==> src/rtl/fnreq_ctrl.sv <==
module fnreq_ctrl #(
  parameter int DATA_W   = 16,
  parameter int NWIN     = 5,
  parameter int CTRL_WIN = 4,
  parameter int NPROC    = 4
) (
  input  logic                       clk,
  input  logic                       rst_n,
  input  logic                       bus_sel,
  input  logic                       bus_we,
  input  logic [2:0]                 bus_addr,
  input  logic [DATA_W-1:0]          bus_wdata,
  output logic [DATA_W-1:0]          bus_rdata,
  output logic                       irq_ok,
  output logic                       irq_fault,
  output logic                       map_we,
  output logic [$clog2(NWIN)-1:0]    map_idx,
  output logic [DATA_W-1:0]          map_base_o
);
  localparam int WIN_W = $clog2(NWIN);
  localparam logic [1:0] ST_IDLE = 2'b00, ST_BUSY = 2'b01, ST_OK = 2'b10, ST_FAULT = 2'b11;
  localparam logic [2:0] A_STAT = 3'd0, A_CTRL = 3'd1, A_PIDX = 3'd2, A_OP0 = 3'd3,
                         A_OP1 = 3'd4, A_OPC = 3'd5, A_RET = 3'd6;

  logic [1:0]        state;
  logic              ovr, irq_en;
  logic [DATA_W-1:0] pidx_q, op0_q, op1_q, opc_q, ret_q;
  logic [DATA_W-1:0] map_base [NWIN];

  logic              wr, busy, wr_opc;
  logic [WIN_W-1:0]  win;
  logic              win_ok, pidx_ok, fault, do_map;
  logic [DATA_W-1:0] res;

  assign wr      = bus_sel && bus_we;
  assign busy    = (state == ST_BUSY);
  assign wr_opc  = wr && (bus_addr == A_OPC);
  assign win     = op0_q[WIN_W-1:0];
  assign win_ok  = (32'(win) < NWIN) && (32'(win) != CTRL_WIN);
  assign pidx_ok = 32'(pidx_q) < NPROC;

  always_comb begin
    res    = '0;
    fault  = 1'b0;
    do_map = 1'b0;
    case (opc_q)
      16'd0: res = '0;
      16'd1: res = op0_q + op1_q;
      16'd2: if (win_ok) begin
               res    = map_base[win];
               do_map = 1'b1;
             end else fault = 1'b1;
      default: fault = 1'b1;
    endcase
    if (!pidx_ok) fault = 1'b1;
    if (fault) begin
      res    = '0;
      do_map = 1'b0;
    end
  end

  always_ff @(posedge clk or negedge rst_n) begin
    if (!rst_n) begin
      state      <= ST_IDLE;
      ovr        <= 1'b0;
      irq_en     <= 1'b1;
      pidx_q     <= '0;
      op0_q      <= '0;
      op1_q      <= '0;
      opc_q      <= '0;
      ret_q      <= '0;
      irq_ok     <= 1'b0;
      irq_fault  <= 1'b0;
      map_we     <= 1'b0;
      map_idx    <= '0;
      map_base_o <= '0;
      for (int i = 0; i < NWIN; i++) map_base[i] <= '0;
    end else begin
      irq_ok    <= 1'b0;
      irq_fault <= 1'b0;
      map_we    <= 1'b0;
      if (wr && bus_addr == A_CTRL) irq_en <= bus_wdata[0];
      if (wr && !busy) begin
        if (bus_addr == A_PIDX) pidx_q <= bus_wdata;
        if (bus_addr == A_OP0)  op0_q  <= bus_wdata;
        if (bus_addr == A_OP1)  op1_q  <= bus_wdata;
      end
      if (wr_opc) begin
        if (busy) ovr <= 1'b1;
        else begin
          ovr   <= 1'b0;
          opc_q <= bus_wdata;
          state <= ST_BUSY;
        end
      end
      if (busy) begin
        state     <= fault ? ST_FAULT : ST_OK;
        ret_q     <= res;
        irq_ok    <= !fault && irq_en;
        irq_fault <= fault;
        map_we    <= do_map;
        if (do_map) begin
          map_idx    <= win;
          map_base_o <= op1_q;
          map_base[win] <= op1_q;
        end
      end
    end
  end

  always_comb begin
    case (bus_addr)
      A_STAT:  bus_rdata = {{(DATA_W-3){1'b0}}, ovr, state};
      A_CTRL:  bus_rdata = {{(DATA_W-1){1'b0}}, irq_en};
      A_PIDX:  bus_rdata = pidx_q;
      A_OP0:   bus_rdata = op0_q;
      A_OP1:   bus_rdata = op1_q;
      A_OPC:   bus_rdata = opc_q;
      A_RET:   bus_rdata = ret_q;
      default: bus_rdata = '0;
    endcase
  end
endmodule


==> config.mk <==
export PLATFORM = sky130hd
export DESIGN_NAME = fnreq_ctrl
export DESIGN_NICKNAME = d
export VERILOG_FILES = /design/src/rtl/fnreq_ctrl.sv
export SDC_FILE = /design/constraint.sdc
export NUM_CORES = 1
export LEC_CHECK = 0
export BUFFER_PORTS_ARGS = -buffer_cell sky130_fd_sc_hd__buf_4
export CORE_ASPECT_RATIO = 0.8
export CORE_MARGIN = 10
export CORE_UTILIZATION = 55
export CTS_BUF_LIST = sky130_fd_sc_hd__clkbuf_8
export DETAILED_ROUTE_END_ITERATION = 12
export HOLD_SLACK_MARGIN = 0.15
export PLACE_DENSITY = 0.83
export SLEW_MARGIN = 20
export SYNTH_ARGS = -nofsm -noshare
export SYNTH_HDL_FRONTEND = slang
export SYNTH_SLANG_ARGS = --single-unit
==> constraint.sdc <==
create_clock -name clk -period 4.7 [get_ports clk]
set_input_delay 0 -clock clk [delete_from_list [all_inputs] [get_ports clk]]
set_output_delay 0 -clock clk [all_outputs]
set_load 0.02 [all_outputs]
### Word-level counts from Yosys, hierarchy flattened

Index checks and enable logic that the tools add are counted.

| cells by class | value |
|---|---|
| add/sub/neg operators | 1 |
| order comparisons | 4 |
| eq/ne operators | 10 |
| mux-type cells | 23 |
| bitwise logic cells | 2 |
| reductions and logical operators | 18 |

Operators by type and width:

| cell | number |
|---|---|
| $pmux W16 S7 | 1 |
| $bwmux W80 | 1 |
| $mux W16 | 5 |
| $bmux W16 S3 | 1 |
| $demux W16 S3 | 1 |
| $pmux W16 S2 | 1 |
| $add A16 B16 Y16 | 1 |
| $eq A16 B1 Y1 const B | 1 |
| $eq A16 B2 Y1 const B | 1 |
| $logic_not A16 Y1 | 1 |
| $lt A16 B3 Y1 const B | 1 |
| $mux W1 | 10 |
| $reduce_and A2 Y1 | 5 |
| $eq A3 B3 Y1 const B | 3 |
| $logic_and A1 B1 Y1 | 7 |
| $eq A3 B2 Y1 const B | 2 |
| $ge A4 B4 Y1 const B | 1 |
| $lt A4 B1 Y1 const B | 1 |
| $mux W2 | 2 |
| $not A3 Y4 | 1 |
| $eq A3 B1 Y1 const B | 1 |
| $logic_not A3 Y1 | 1 |
| $lt A3 B3 Y1 const B | 1 |
| $ne A3 B3 Y1 const B | 1 |
| other kinds (6) | 7 |

| storage, ports and cells | value |
|---|---|
| bits in registers | 186 |
| output and inout bits | 38 |
| word-level logic and storage cells | 76 |

### Longest topological paths before layout

| logic depth | value |
|---|---|
| word-level depth | 8 |
| depth in mapped cells | 9 |

### Least setup slack after synthesis

OpenSTA, ideal clock, no wires.

| path | value |
|---|---|
| path type | flip-flop to flip-flop |
| start point | reg pidx_q[10] |
| end point | reg map_base[21] (netlist name) |
| data arrival time | 2,028 ps |
| slack | 2,545 ps |
| stages on the path, launching flop included | 10 |
| period minus slack after synthesis | 2,155 ps |
| cell sequence | dfrtp_1 -> nor4_1 -> nand4_1 -> nor2_2 -> and4_1 -> buf_4 -> and3_1 -> buf_4 -> buf_8 -> mux2_1 |

| on the way | value |
|---|---|
| word-level cells in the longest chain between the ends | 4 |

RTL lines:

| item | RTL line | source |
|---|---|---|
| from (decl) | 27 | `logic [DATA_W-1:0] pidx_q, op0_q, op1_q, opc_q, ret_q;` |
| from (signal assigned) | 84 | `if (bus_addr == A_PIDX) pidx_q <= bus_wdata;` |
| $lt A16 B3 Y1 | 40 | `assign pidx_ok = 32'(pidx_q) < NPROC;` |
| $mux W1 | 55 | `if (!pidx_ok) fault = 1'b1;` |
| $mux W1 | 56 | `if (fault) begin` |
| $reduce_and A2 Y1 (no line) | n/a |  |
| to (signal, indexed assignment) | 105 | `map_base[win] <= op1_q;` |
| to (decl) | 28 | `logic [DATA_W-1:0] map_base [NWIN];` |

Every way passes these cells.
A chain may end at the register's enable or synchronous reset.

### Final worst setup path

| path | value |
|---|---|
| start point | reg op0_q[2] |
| end point | reg map_base[20] (netlist name) |

| on the way | value |
|---|---|
| word-level cells in the longest chain between the ends | 7 |
| elaborated cells between the ends (all ways) | 17 |

RTL lines:

| item | RTL line | source |
|---|---|---|
| from (decl) | 27 |  |
| from (signal assigned) | 85 | `if (bus_addr == A_OP0) op0_q <= bus_wdata;` |
| $lt A3 B3 Y1 / $ne A3 B3 Y1 (equally long branches) | 39 | `assign win_ok = (32'(win) < NWIN) && (32'(win) != CTRL_WIN);` |
| $logic_and A1 B1 Y1 | 39 |  |
| $mux W1 | 49 | `16'd2: if (win_ok) begin` |
| $pmux W1 S2 | 46 | `case (opc_q)` |
| $mux W1 | 55 |  |
| $mux W1 | 56 |  |
| $reduce_and A2 Y1 (no line) | n/a |  |

Parallel ways exist; a longest one is shown, timed or not.

==> metrics.md <==
| Metric | Value |
|---|---|
| Status | complete, no violations |
| Global route overflow | 0 |
| Critical path type | reg2reg |
| Setup repair after global routing missed its margin | false |
| Fmax | 336 MHz |
| Seq/Total Area, Yosys | 0.516 |
| Period utilization | 0.634 |
| Ant. Diodes | 0 |
| Hold Fails Final Rpt | 0 |
| Syn Nets | around 670 |
| DRT antenna net count | 0 |
| TritonCTS Buffers | 17 |
| Synth Instances | between 600 and 700 |
| Die height | between 100 and 150 microns |
| Initial Util | 0.569 |
| Vias in the first global route | between 5000 and 6000 |
| Mapped Avg Cell Area | 13.1 sq um |
| Distinct cells, synth | 53 |
| Drt via density | around 6.4 |
| Share of cells above drive strength 1 | 0.365 |
| Leading area contributor after synthesis | dfrtp_1 |
| Crit path DAT | roughly 3.3 ns |
| H-tree levels | 4 |
| PortBufs | 60 |
| Layout Nets | between 700 and 800 |
| First-pass GRT wire length | 32700 microns |
| CP Max Fanout | 21 |
| Site row count | 39 |
| Critical Path RT | 5.05 ns |
| Capturing element type of the critical path | flop |
| Number of synthesized register bits | 170 |
| Synth Warn # | 0 |
| CTS tree | yes |
| Pin count of the biggest net entering global routing | 79 |
| Setup_tns | 0 ns |
| LEAKAGE | approximately 4.4 nW |
| Clk root buf | clkbuf_8 |
| Routability cong. | ~0.88 |
| Worst Setup SP | op0_q[2] |
| Initial DRC count | 472 |
| Setup Fix Bufs, Post-CTS | 0 |
| PwrDens | roughly 450 nW/um^2 |
| Routed via count | approximately 5700 |
| Max capacitance violation total | 0 |
| Hold WC Path Type | in2async |
| Routed Wire Length | between 20000 and 25000 microns |
| Drt pass-1 iters | 5 |
| Ports | a little over 60 |
| Slew Limit Headroom | 0.337 |
| RR Startpoint | op0_q[2] |
| Share of the synthesized area in the top cell type | 0.513 |
| Clock Sinks | 170 |
| Max Clock Skew | 0.0134 ns |
| Worst IR Drop VDD | around 0.00022 V |
| Post-synthesis cell area | slightly above 8000 sq um |
| Synth top area cells | dfrtp_1, mux2_2, mux4_2 |
| Later-pin clock latency in the skew report | 0.46 ns |
| Syn-to-layout area delta | 14.1% |
| Max clock buf depth | 2 |
| Hpwl dp | approximately 14000 microns |
| Pins over their slew limit | 0 |
| Core area | 14500 sq um |
| Die area | approximately 20000 sq um |
| CP Launch Type | flop |
| Post-layout util | 0.648 |
| Async set-reset flop share out of synthesis | 1.00 |
| Fillers | 1063 |
| Post-layout min period | around 3 ns |
| DRC | 0 |
| Horiz. Die Dim | between 150 and 200 microns |
| Number of synthesized flops with an enable pin | 0 |
| Worst-Margin Slew | between 0.9 and 1 ns |
| Clk pin slew, worst setup/hold paths | 0.09 ns |
| Aggregate global-route resource usage | 0.206 |
| Commonest register cell after synthesis | dfrtp_1 |
| Final setup fails | 0 |
| Post-DR wirelength/cell | ~23 microns |
| Initial antenna violation count | 0 |
## sequential cells by signal, summed over array words and instances (netlist names), 2 cells and up
register	flops
ret_q	16
map_idx	3
op0_q	16
pidx_q	16
map_base	64
state	2
opc_q	16
map_base_o	16
op1_q	16
## placed cells by master (no fill, tap or decap), types with 3 or more instances in the layout
cell | Yosys | routed
a21oi_1 | 15 | 15
a22oi_1 | 13 | 13
a31oi_1 | 3 | 3
and3_1 | 5 | 5
buf_4 | 4 | 67
clkbuf_8 | 0 | 18
clkinv_4 | 0 | 5
dfrtp_1 | 169 | 169
dlygate4sd3_1 | 0 | 21
ha_1 | 15 | 15
inv_1 | 6 | 6
inv_6 | 0 | 5
mux2_1 | 10 | 10
mux2_2 | 135 | 135
mux2i_1 | 17 | 17
mux4_2 | 18 | 18
nand2_1 | 42 | 42
nand3_1 | 3 | 3
nand4_1 | 7 | 7
nor2_1 | 18 | 18
nor2b_1 | 6 | 6
nor4_1 | 7 | 7
o211ai_1 | 11 | 11
o21ai_0 | 25 | 25
o21bai_1 | 4 | 4
o221ai_1 | 14 | 14
o31a_1 | 5 | 5
xnor2_1 | 8 | 8
xor2_1 | 5 | 5
## stage by stage
| stage | cells | hold slack, ns | power, mW | worst slack [ns] | cell area [sq um] |
|---|---|---|---|---|---|
| final | 897 | 0.126 | 4.21 | 1.72 | 9400 |
| after global routing | 897 | 0.184 | 4.41 | 1.49 | 9400 |
| after CTS | 897 | 0.151 | 4.20 | 1.77 | 9400 |
| after detailed placement | 844 | 0.0779 | 3.17 | 1.80 | 8800 |
| after global placement | 844 | 0.0616 | 3.09 | 1.89 | 8800 |
| after floorplan | 630 | -0.296 | 2.75 | 2.54 | 8240 |
## metal layers
layer	wire (microns)	up-vias	part of all wire	global-route usage
li1	-	2500	-	-
met1	9080	2921	0.44	0.284
met2	9200	283	0.45	0.313
met3	1990	20	0.097	0.0585
met4	216	0	0.011	0.0565
met5	0	-	0	0
## power by group
part | leakage (nW) | switching (mW) | internal [mW] | total (mW)
Sequential | 2.25 | 0.325 | 1.66 | 1.98
Clock | 0.195 | 0.565 | 0.443 | 1.01
Combinational | 1.96 | 0.650 | 0.565 | 1.21
Total | 4.41 | 1.54 | 2.67 | 4.21
## worst paths after layout
| path | end | slack, ns | depth (start not counted) |
|---|---|---|---|
| worst max register to register | map_base[20] | 1.72 | 6 |
| worst max-delay path | map_base[20] | 1.72 | 6 |
| worst min-delay path | irq_fault | 0.13 | 2 |
| min in group clk | op0_q[1] | 0.32 | 4 |
| worst min register to register | map_base[25] | 0.50 | 1 |
| max in group asynchronous | ret_q[15] | 3.47 | 3 |
## cell families after synthesis
kind of cell / share of synthesized area
multiplexers: 0.268
flip-flops: 0.516
buffers and inverters: 0.0252
AND/OR/NAND/NOR: 0.0656
XOR/XNOR: 0.0138
AO/OA/AOI/OAI: 0.0856
adder cells (fa/ha/maj): 0.0252
## cell usage after synthesis, types with 2 or more instances
cell      number
nand3_1        3
a211oi_1       2
mux2_1        10
o211ai_1      11
xor2_1         5
mux2_2       135
buf_2         13
and4_1         2
nor4_1         7
dfrtp_1      169
buf_4          4
buf_1          4
nor2b_1        6
nor3_1         2
and3_1         5
a31oi_1        3
nor2_1        18
a22oi_1       13
mux4_2        18
o211a_1        2
nand2b_1       2
mux2i_1       17
ha_1          15
inv_1          6
clkbuf_1      16
o31a_1         5
xnor2_1        8
o21ai_0       25
a21oi_1       15
o221ai_1      14
nand2_1       42
nand3b_1       2
nand4_1        7
o21bai_1       4
o31ai_1        2
## repair_timing
| action | 4_1_cts | 5_1_grt |
|---|---|---|
| hold buffers | 21 | 0 |
| resized for setup | 0 | 0 |
| hold endpoints to repair | 144 | 0 |
## final cells by class
cell class                      count  area (sq um)  area share
Sequential cell                   170          4260       0.453
Multi-Input combinational cell    416          3780       0.402
Timing Repair Buffer               89           724      0.0771
Clock buffer                       18           248      0.0264
Tap cell                          184           230      0.0245
Clock inverter                     14           135      0.0144
Inverter                            6          22.5     0.00240
## critical path, cell delays in order, from the launching register on
cell	delay, ns
dfrtp_1	0.65
o21ai_0	0.32
nand4_1	0.14
nor2_2	0.25
and4_1	0.30
and3_1	0.78
mux2_2	0.41
Note: power is estimated with default switching activity, not from simulation.
